<file path="src/rtl/wstep_pkg.sv">
package wstep_pkg;

  // One sample of the two bus lines.
  typedef struct packed {
    logic scl;
    logic sda;
  } bus_smp_t;

  // Step direction as carried on the event output.
  typedef enum logic {
    STEP_DOWN = 1'b0,
    STEP_UP   = 1'b1
  } step_dir_e;

  // Idle bus level, used as reset value of every bus-side flop.
  localparam bus_smp_t BUS_IDLE = '{scl: 1'b1, sda: 1'b1};

endpackage

</file>
<file path="src/rtl/wstep_sync.sv">
module wstep_sync
  import wstep_pkg::*;
#(
  parameter int STAGES = 2
) (
  input  logic     clk,
  input  logic     rst_n,
  input  bus_smp_t raw_i,
  output bus_smp_t sync_o
);

  bus_smp_t chain_q [STAGES];

  generate
    for (genvar s = 0; s < STAGES; s++) begin : g_stage
      if (s == 0) begin : g_first
        always_ff @(posedge clk or negedge rst_n) begin
          if (!rst_n) chain_q[s] <= BUS_IDLE;
          else        chain_q[s] <= raw_i;
        end
      end else begin : g_next
        always_ff @(posedge clk or negedge rst_n) begin
          if (!rst_n) chain_q[s] <= BUS_IDLE;
          else        chain_q[s] <= chain_q[s-1];
        end
      end
    end
  endgenerate

  assign sync_o = chain_q[STAGES-1];

endmodule

</file>
<file path="src/rtl/wstep_bus_events.sv">
module wstep_bus_events
  import wstep_pkg::*;
(
  input  logic     clk,
  input  logic     rst_n,
  input  bus_smp_t smp_i,
  output logic     clk_rise_o,
  output logic     stop_o,
  output step_dir_e dir_o
);

  bus_smp_t prev_q;

  always_ff @(posedge clk or negedge rst_n) begin
    if (!rst_n) prev_q <= BUS_IDLE;
    else        prev_q <= smp_i;
  end

  // A clock rise is a step request; the data level at that moment gives direction.
  assign clk_rise_o = smp_i.scl & ~prev_q.scl;
  // Data rising while the clock stayed high is the bus STOP.
  assign stop_o     = smp_i.sda & ~prev_q.sda & smp_i.scl & prev_q.scl;
  assign dir_o      = smp_i.sda ? STEP_UP : STEP_DOWN;

  // a STOP and a step request never coincide
  p_stop_not_step_r7: assert property (@(posedge clk) disable iff (!rst_n)
    !(stop_o && clk_rise_o));

endmodule

</file>
<file path="src/rtl/wstep_wiper_bank.sv">
module wstep_wiper_bank
  import wstep_pkg::*;
#(
  parameter int NUM_POTS  = 4,
  parameter int WIPER_W   = 8,
  parameter int RESET_POS = 128,
  localparam int SEL_W    = (NUM_POTS > 1) ? $clog2(NUM_POTS) : 1,
  localparam int BUS_W    = NUM_POTS * WIPER_W
) (
  input  logic             clk,
  input  logic             rst_n,
  input  logic             step_en_i,
  input  step_dir_e        step_dir_i,
  input  logic [SEL_W-1:0] step_sel_i,
  output logic [BUS_W-1:0] cnt_flat_o
);

  localparam logic [WIPER_W-1:0] TOP_POS = {WIPER_W{1'b1}};
  localparam logic [WIPER_W-1:0] BOT_POS = '0;
  localparam logic [WIPER_W-1:0] RST_POS = WIPER_W'(RESET_POS);

  logic [WIPER_W-1:0] cnt_q [NUM_POTS];

  generate
    for (genvar k = 0; k < NUM_POTS; k++) begin : g_pot
      logic hit;
      assign hit = step_en_i && (step_sel_i == SEL_W'(k));

      always_ff @(posedge clk or negedge rst_n) begin
        if (!rst_n) begin
          cnt_q[k] <= RST_POS;
        end else if (hit) begin
          if (step_dir_i == STEP_UP) begin
            if (cnt_q[k] != TOP_POS) cnt_q[k] <= cnt_q[k] + 1'b1;
          end else begin
            if (cnt_q[k] != BOT_POS) cnt_q[k] <= cnt_q[k] - 1'b1;
          end
        end
      end

      assign cnt_flat_o[k*WIPER_W +: WIPER_W] = cnt_q[k];

      // any change is exactly one position
      p_unit_step_r3: assert property (@(posedge clk) disable iff (!rst_n)
        (cnt_q[k] != $past(cnt_q[k])) |->
          (cnt_q[k] == WIPER_W'($past(cnt_q[k]) + 1'b1) ||
           cnt_q[k] == WIPER_W'($past(cnt_q[k]) - 1'b1)));

      // only the selected wiper moves
      p_sel_only_r5: assert property (@(posedge clk) disable iff (!rst_n)
        (cnt_q[k] != $past(cnt_q[k])) |->
          ($past(step_en_i) && $past(step_sel_i) == SEL_W'(k)));

      // no wrap at the top
      p_sat_top_r6: assert property (@(posedge clk) disable iff (!rst_n)
        (hit && step_dir_i == STEP_UP && cnt_q[k] == TOP_POS) |=> (cnt_q[k] == TOP_POS));

      // no wrap at the bottom
      p_sat_bot_r6: assert property (@(posedge clk) disable iff (!rst_n)
        (hit && step_dir_i == STEP_DOWN && cnt_q[k] == BOT_POS) |=> (cnt_q[k] == BOT_POS));
    end
  endgenerate

endmodule

</file>
<file path="src/rtl/wstep_settle.sv">
module wstep_settle #(
  parameter int               WIDTH   = 32,
  parameter int               DEPTH   = 3,
  parameter logic [WIDTH-1:0] RST_VEC = '0
) (
  input  logic             clk,
  input  logic             rst_n,
  input  logic [WIDTH-1:0] d_i,
  output logic [WIDTH-1:0] q_o
);

  generate
    if (DEPTH == 0) begin : g_bypass
      assign q_o = d_i;
    end else begin : g_line
      logic [WIDTH-1:0] stage_q [DEPTH];
      for (genvar s = 0; s < DEPTH; s++) begin : g_stage
        if (s == 0) begin : g_head
          always_ff @(posedge clk or negedge rst_n) begin
            if (!rst_n) stage_q[s] <= RST_VEC;
            else        stage_q[s] <= d_i;
          end
        end else begin : g_tail
          always_ff @(posedge clk or negedge rst_n) begin
            if (!rst_n) stage_q[s] <= RST_VEC;
            else        stage_q[s] <= stage_q[s-1];
          end
        end
      end
      assign q_o = stage_q[DEPTH-1];
    end
  endgenerate

endmodule

</file>
<file path="src/rtl/wiper_stepper.sv">
module wiper_stepper
  import wstep_pkg::*;
#(
  parameter int NUM_POTS   = 4,
  parameter int WIPER_W    = 8,
  parameter int SETTLE_CYC = 3,
  parameter int RESET_POS  = 128,
  localparam int SEL_W     = (NUM_POTS > 1) ? $clog2(NUM_POTS) : 1,
  localparam int BUS_W     = NUM_POTS * WIPER_W
) (
  input  logic             clk,
  input  logic             rst_n,
  input  logic             scl_i,
  input  logic             sda_i,
  input  logic             arm_i,
  input  logic [SEL_W-1:0] pot_sel_i,
  output logic             active_o,
  output logic             step_valid_o,
  output logic             step_up_o,
  output logic [SEL_W-1:0] step_pot_o,
  output logic [BUS_W-1:0] wiper_o
);

  localparam logic [BUS_W-1:0] WIPER_RST = {NUM_POTS{WIPER_W'(RESET_POS)}};

  bus_smp_t         raw_smp, sync_smp;
  logic             clk_rise, stop_seen, step_go;
  step_dir_e        dir;
  logic             active_q;
  logic [SEL_W-1:0] sel_q;
  logic [BUS_W-1:0] cnt_flat;

  assign raw_smp.scl = scl_i;
  assign raw_smp.sda = sda_i;

  wstep_sync #(.STAGES(2)) u_sync (
    .clk    (clk),
    .rst_n  (rst_n),
    .raw_i  (raw_smp),
    .sync_o (sync_smp)
  );

  wstep_bus_events u_events (
    .clk        (clk),
    .rst_n      (rst_n),
    .smp_i      (sync_smp),
    .clk_rise_o (clk_rise),
    .stop_o     (stop_seen),
    .dir_o      (dir)
  );

  // Session control: arm wins over a simultaneous STOP.
  always_ff @(posedge clk or negedge rst_n) begin
    if (!rst_n) begin
      active_q <= 1'b0;
      sel_q    <= '0;
    end else if (arm_i) begin
      active_q <= 1'b1;
      sel_q    <= pot_sel_i;
    end else if (stop_seen) begin
      active_q <= 1'b0;
    end
  end

  assign step_go = active_q && clk_rise;

  always_ff @(posedge clk or negedge rst_n) begin
    if (!rst_n) begin
      step_valid_o <= 1'b0;
      step_up_o    <= 1'b0;
      step_pot_o   <= '0;
    end else begin
      step_valid_o <= step_go;
      step_up_o    <= (dir == STEP_UP);
      step_pot_o   <= sel_q;
    end
  end

  wstep_wiper_bank #(
    .NUM_POTS  (NUM_POTS),
    .WIPER_W   (WIPER_W),
    .RESET_POS (RESET_POS)
  ) u_bank (
    .clk        (clk),
    .rst_n      (rst_n),
    .step_en_i  (step_go),
    .step_dir_i (dir),
    .step_sel_i (sel_q),
    .cnt_flat_o (cnt_flat)
  );

  wstep_settle #(
    .WIDTH   (BUS_W),
    .DEPTH   (SETTLE_CYC),
    .RST_VEC (WIPER_RST)
  ) u_settle (
    .clk   (clk),
    .rst_n (rst_n),
    .d_i   (cnt_flat),
    .q_o   (wiper_o)
  );

  assign active_o = active_q;

  // arm opens the session on the next edge
  p_arm_opens_r2: assert property (@(posedge clk) disable iff (!rst_n)
    arm_i |=> active_q);

  // STOP without arm closes the session
  p_stop_closes_r7: assert property (@(posedge clk) disable iff (!rst_n)
    (stop_seen && !arm_i) |=> !active_q);

  // a step event needs an open session in the cycle before
  p_event_in_session_r9: assert property (@(posedge clk) disable iff (!rst_n)
    step_valid_o |-> $past(active_q));

  // events last one cycle (clock rises are at least two cycles apart)
  p_event_pulse_r9: assert property (@(posedge clk) disable iff (!rst_n)
    step_valid_o |=> !step_valid_o);

endmodule

</file>
<file path="config.mk">
export PLATFORM = sky130hd
export DESIGN_NAME = wiper_stepper
export DESIGN_NICKNAME = d
export VERILOG_FILES = /design/src/rtl/wstep_pkg.sv /design/src/rtl/wstep_sync.sv /design/src/rtl/wstep_bus_events.sv /design/src/rtl/wstep_wiper_bank.sv /design/src/rtl/wstep_settle.sv /design/src/rtl/wiper_stepper.sv
export SDC_FILE = /design/constraint.sdc
export NUM_CORES = 1
export LEC_CHECK = 0
export BUFFER_PORTS_ARGS = -buffer_cell sky130_fd_sc_hd__buf_2
export CAP_MARGIN = 20
export CORE_MARGIN = 2
export CORE_UTILIZATION = 53
export CTS_CLUSTER_SIZE = 10
export DETAILED_ROUTE_END_ITERATION = 10
export PLACE_DENSITY_LB_ADDON = 0.3
export SYNTH_ARGS = -nofsm -noshare
export SYNTH_HDL_FRONTEND = slang
export SYNTH_SLANG_ARGS = --single-unit
</file>
<file path="constraint.sdc">
create_clock -name clk -period 2.85 [get_ports clk]
set_input_delay 0.855 -clock clk [delete_from_list [all_inputs] [get_ports clk]]
set_output_delay 0.855 -clock clk [all_outputs]
set_load 0.01 [all_outputs]
</file>
# Yosys cells after proc, flatten, opt, wreduce, memory -nomap -nowiden
# Index checks and enable logic that the tools add are counted.
# totals
inputBits	7
reg_bits	141
wordCells	77
# classes
add_sub_neg	8
bitwise	6
n_eq_ne	11
n_mux	15
reduce_logical	19
# ops
cell	count
$mux W8	12
$add A8 B1 Y8 const B	4
$ne A8 B8 Y1 const B	4
$reduce_bool A8 Y1	4
$sub A8 B1 Y8 const B	4
$reduce_and A3 Y1	4
$reduce_bool A2 Y1	5
$ne A2 B1 Y1 const B	4
$logic_and A1 B1 Y1	5
$and A1 B1 Y1	4
$eq A2 B2 Y1 const B	2
$mux W1	3
$eq A2 B1 Y1 const B	1
$logic_not A2 Y1	1
$not A1 Y1	2

# Depth between registers and ports, before layout
# logic_depth
ltp_word	6
ltp_mapped	9

# Hierarchy
# From an unflattened synthesis, not the netlist that was laid out.
# unflattened
cells_unflattened	427
hier_area_um2	5660.4
# modules_own_cells
mod	area_each_um2	cells_per_inst	instances
wstep_settle	2657.5	128	1
wstep_wiper_bank	2590.0	276	1
wiper_stepper	216.5	12	1
wstep_sync	120.1	6	1
wstep_bus_events	76.3	5	1

# Least setup slack after synthesis
# Ideal clock, no wire load.
# synth_timing
path_kind	flip-flop to flip-flop
start	register u_sync.chain_q (netlist bit u_sync.sync_o[0])
end	register u_bank.cnt_q (netlist bit u_bank.cnt_flat_o[22])
n_path_buf	2
arrival_ns	2.800
slack_ns	-0.014
stages_incl_launch_ff	10
required_time_ns	2.786
synth_period_minus_slack_ns	2.864
path_cell_list	dfstp_2 > buf_4 > buf_2 > inv_1 > ha_1 > a21o_1 > a21oi_1 > or4b_2 > a31oi_1 > a21o_1
# synth_between
elab_chain_cells	3
word_cells_on_any_way	5
# synth_rtl
element	line	rtl
start, declared	wstep_sync.sv:12	bus_smp_t chain_q [STAGES];
start signal, assigned by index	wstep_sync.sv:24	else chain_q[s] <= chain_q[s-1];
$mux W1 *	wstep_bus_events.sv:23	assign dir_o = smp_i.sda ? STEP_UP : STEP_DOWN;
$ne A2 B1 Y1 (no line) / $reduce_bool A2 Y1 (equally long branches)	n/a	
$reduce_and A3 Y1 (no line)	n/a	
end signal, assigned by index	wstep_wiper_bank.sv:31	cnt_q[k] <= RST_POS;
end, declared	wstep_wiper_bank.sv:22	logic [WIPER_W-1:0] cnt_q [NUM_POTS];
# Every way passes the cells marked *; elsewhere a longest branch is shown, timed or not.
# A chain may end at the register's enable or synchronous reset.

# Worst setup path after layout
# layout_timing
start	register u_sync.chain_q (netlist bit u_sync.sync_o[0])
end	register u_bank.cnt_q (netlist bit u_bank.cnt_flat_o[15])
# The elaborated chain is that of the path after synthesis.

==> impl_results.md <==
- Final hold viol count: 0
- WP buf/inv: 2
- Post-synth ARST share: 100%
- Post-synth top area share: a little over half
- Top cells by area, synth: dfrtp_1, dfstp_2, ha_1, buf_4, xnor2_1
- Synth Cell Area: approximately 5600 µm²
- Vias post-DR: 3216
- Global route total overflow: 0
- 1st-iter DRT viols: 83
- Seq cells post-synth: 141
- Peak VDD IR: 401 µV
- WS Path Type: flip-flop to flip-flop
- Longest Clk Path Bufs: 2
- Setup slack after layout: about 0.42 ns
- Commonest cells post-synth: dfrtp_1, buf_4, ha_1
- Worst clock skew: 0.00835 ns
- Final #Nets: ~500
- Share of cells above drive strength 1: 26.9%
- Crit path max fanout: 15
- Tcrit/Tclk final: between 80% and 90%
- Min cycle time layout: 2.43 ns
- Root Driver: clkbuf_8
- Number of flops mapped to enable cells by yosys: 0
- Total die area: 11400 µm²
- Global-route wire length before repair: 15400 µm
- # DRC: 0
- Synth-to-Final Area Change: 13.3%
- IO Pins: between 40 and 50
- Static leakage: roughly 2.9 nW
- Post-Route Utilization: between 60% and 70%
- FMAX: approximately 410 MHz
- Max transition margin: between 60% and 70%
- CP Capture Type: flip-flop
- Core area: slightly above 10000 µm²
- Initial antenna violation count: 0
- Layout fillers: slightly below 800
- Setup violators final: 0
- Clock Latency Late Sink: between 0.5 and 0.6 ns
- Power Density: 1180 nW/µm²
- CP Cell Sequence: inv_1 -> buf_4 -> ha_1 -> a21o_1 -> a21oi_1 -> o21ai_0 -> or4_1 -> o311ai_0
- HPWL after detailed placement: 6140 µm
- Post-cts resize count: 0
- Setup WS pre-CTS: 0.441 ns
- Initial core utilization: 54.5%
- R2r setup slk: around 0.42 ns
- Mapped Cells: roughly 420
- Worst-Margin Slew: 0.539 ns
- CTS clk-pin slew, worst paths: ~0.06 ns
- GP Congestion: 0.884
- Std cell rows: 37
- Sequential fraction of the synthesis area: approximately 63%
- Most frequent cell after synthesis: dfrtp_1
- Die height: about 110 µm
- Area leader, netlist: dfrtp_1
- Crit-path max cell delay: about 0.53 ns
- Antenna-violating nets left: 0
- Max cap viols: 0
- RSZ-0062 raised after global routing: no
- HP Class: input pin to asynchronous set/reset pin
- Buffers on Ports: 43
- Worst Path Arrival: 2.85 ns
- GRT Total Usage: between 15 and 20%
- Yosys cell types: 49
- Top delay family on crit path: compound AO/OA/AOI/OAI gates
- Total power: 7.48 mW
- Drt first pass iters: 4
- Num Clock Sinks: 141
- Die Width: 107 µm
- Critical-path top delay cell: dfstp_2
- Post-CTS setup buffers: 0
- Yosys Warn Count: 0
- Antenna diodes: 0
- Status: finished, final reports clean
- Post-CTS Hold Buffers: 0
- Vias/cell: 5.35
- H-Tree Depth: 4
- Num CTS Buffers: 17
- Syn_area_per_cell: 13.4 µm²
- Crit path required time: 3.27 ns
- Post-synth top flop: dfrtp_1
- TritonCTS clock tree: yes
- Syn_nets: ~450
- Wire length per cell: 15.2 µm
- Nature of the critical path startpoint: flip-flop
- Number of global-route vias before repair: 3334
- Setup total negative slack: 0 ns
- Final WL: 9110 µm
- Max Slew Vio Count: 0
- Largest net degree at the start of global routing: 60
-- state kept, by name, indices dropped and copies added, names as in the netlist --
register / count
active_o: 1
sel_q: 2
step_pot_o: 2
step_up_o: 1
step_valid_o: 1
u_bank.cnt_flat_o: 32
u_events.prev_q: 2
u_settle.g_line.stage_q: 64
u_settle.q_o: 32
u_sync.chain_q: 2
u_sync.sync_o: 2
-- placed cells by master, fill, tap and decap left out, types with 3 or more instances in the layout --
master,instances
buf_2,42
or4b_2,3
a21o_1,12
nand4_1,6
buf_4,7
nand3b_1,3
clkbuf_8,3
mux2_2,9
a211oi_1,3
ha_1,24
or4_1,3
clkbuf_16,16
nor2b_1,3
o21ai_0,23
a31oi_1,4
o21bai_1,3
nand2_1,23
nor2_1,8
xnor2_1,15
clkinvlp_4,4
o21a_1,3
fa_1,4
xor2_1,8
inv_1,12
nand3_1,9
nor3_1,15
nor4_1,4
a21oi_1,16
clkinv_2,4
or3_1,4
dfrtp_1,119
dfstp_2,22
-- area by class of cell --
cell class | instances | area, µm² | area share (%)
flip-flops and latches | 141 | 3560 | 56.0
clock buffers | 19 | 442 | 6.96
multi-input cells | 229 | 1730 | 27.2
well taps | 136 | 170 | 2.68
clock inverters | 13 | 115 | 1.81
repair buffers | 51 | 294 | 4.63
inverters | 12 | 45.0 | 0.710
-- per-layer routing --
layer | GRT usage [%] | vias to the layer above | part of all wire (%)
li1 | - | 1528 | -
met1 | 21.8 | 1591 | 43
met2 | 28.4 | 75 | 50
met3 | 6.02 | 22 | 4.9
met4 | 9.18 | 0 | 2.1
met5 | 0 | - | 0
-- through the flow --
step                      instances  instance area (µm²)  hold WS [ns]
final                           601                 6350         0.287
after global routing            601                 6350         0.313
after CTS                       601                 6350         0.296
after detailed placement        569                 5790         0.335
after global placement          569                 5790         0.331
after floorplan                 419                 5600         0.331
-- path summary, 6_finish.rpt --
path | from | end | cells after the start
min reg2reg | u_settle.g_line.stage_q[65] | u_settle.g_line.stage_q[33] | 0
max in group asynchronous | rst_n | u_sync.sync_o[1] | 2
max | u_sync.sync_o[0] | u_bank.cnt_flat_o[15] | 8
min in group clk | u_settle.g_line.stage_q[65] | u_settle.g_line.stage_q[33] | 0
min | rst_n | u_settle.g_line.stage_q[85] | 1
max reg2reg | u_sync.sync_o[0] | u_bank.cnt_flat_o[15] | 8
-- power breakdown --
group / total (mW) / internal [mW] / leakage [nW] / switching (mW)
clock: 2.03 / 1.20 / 0.266 / 0.823
combinational: 1.96 / 0.931 / 0.956 / 1.03
sequential: 3.49 / 2.95 / 1.67 / 0.546
total: 7.48 / 5.08 / 2.90 / 2.40
-- cells by family (layout without fill, tap and decap cells) --
logic type	count (synthesis)	after routing	synth area share [%]
flops	141	141	63.5
simple gates	90	90	9.03
compound gates	77	77	9.05
buf+inv	49	95	5.70
fa+ha+maj	28	28	6.79
xor+xnor	23	23	3.60
mux	11	11	2.35
Power figures use the tool's default switching activity.
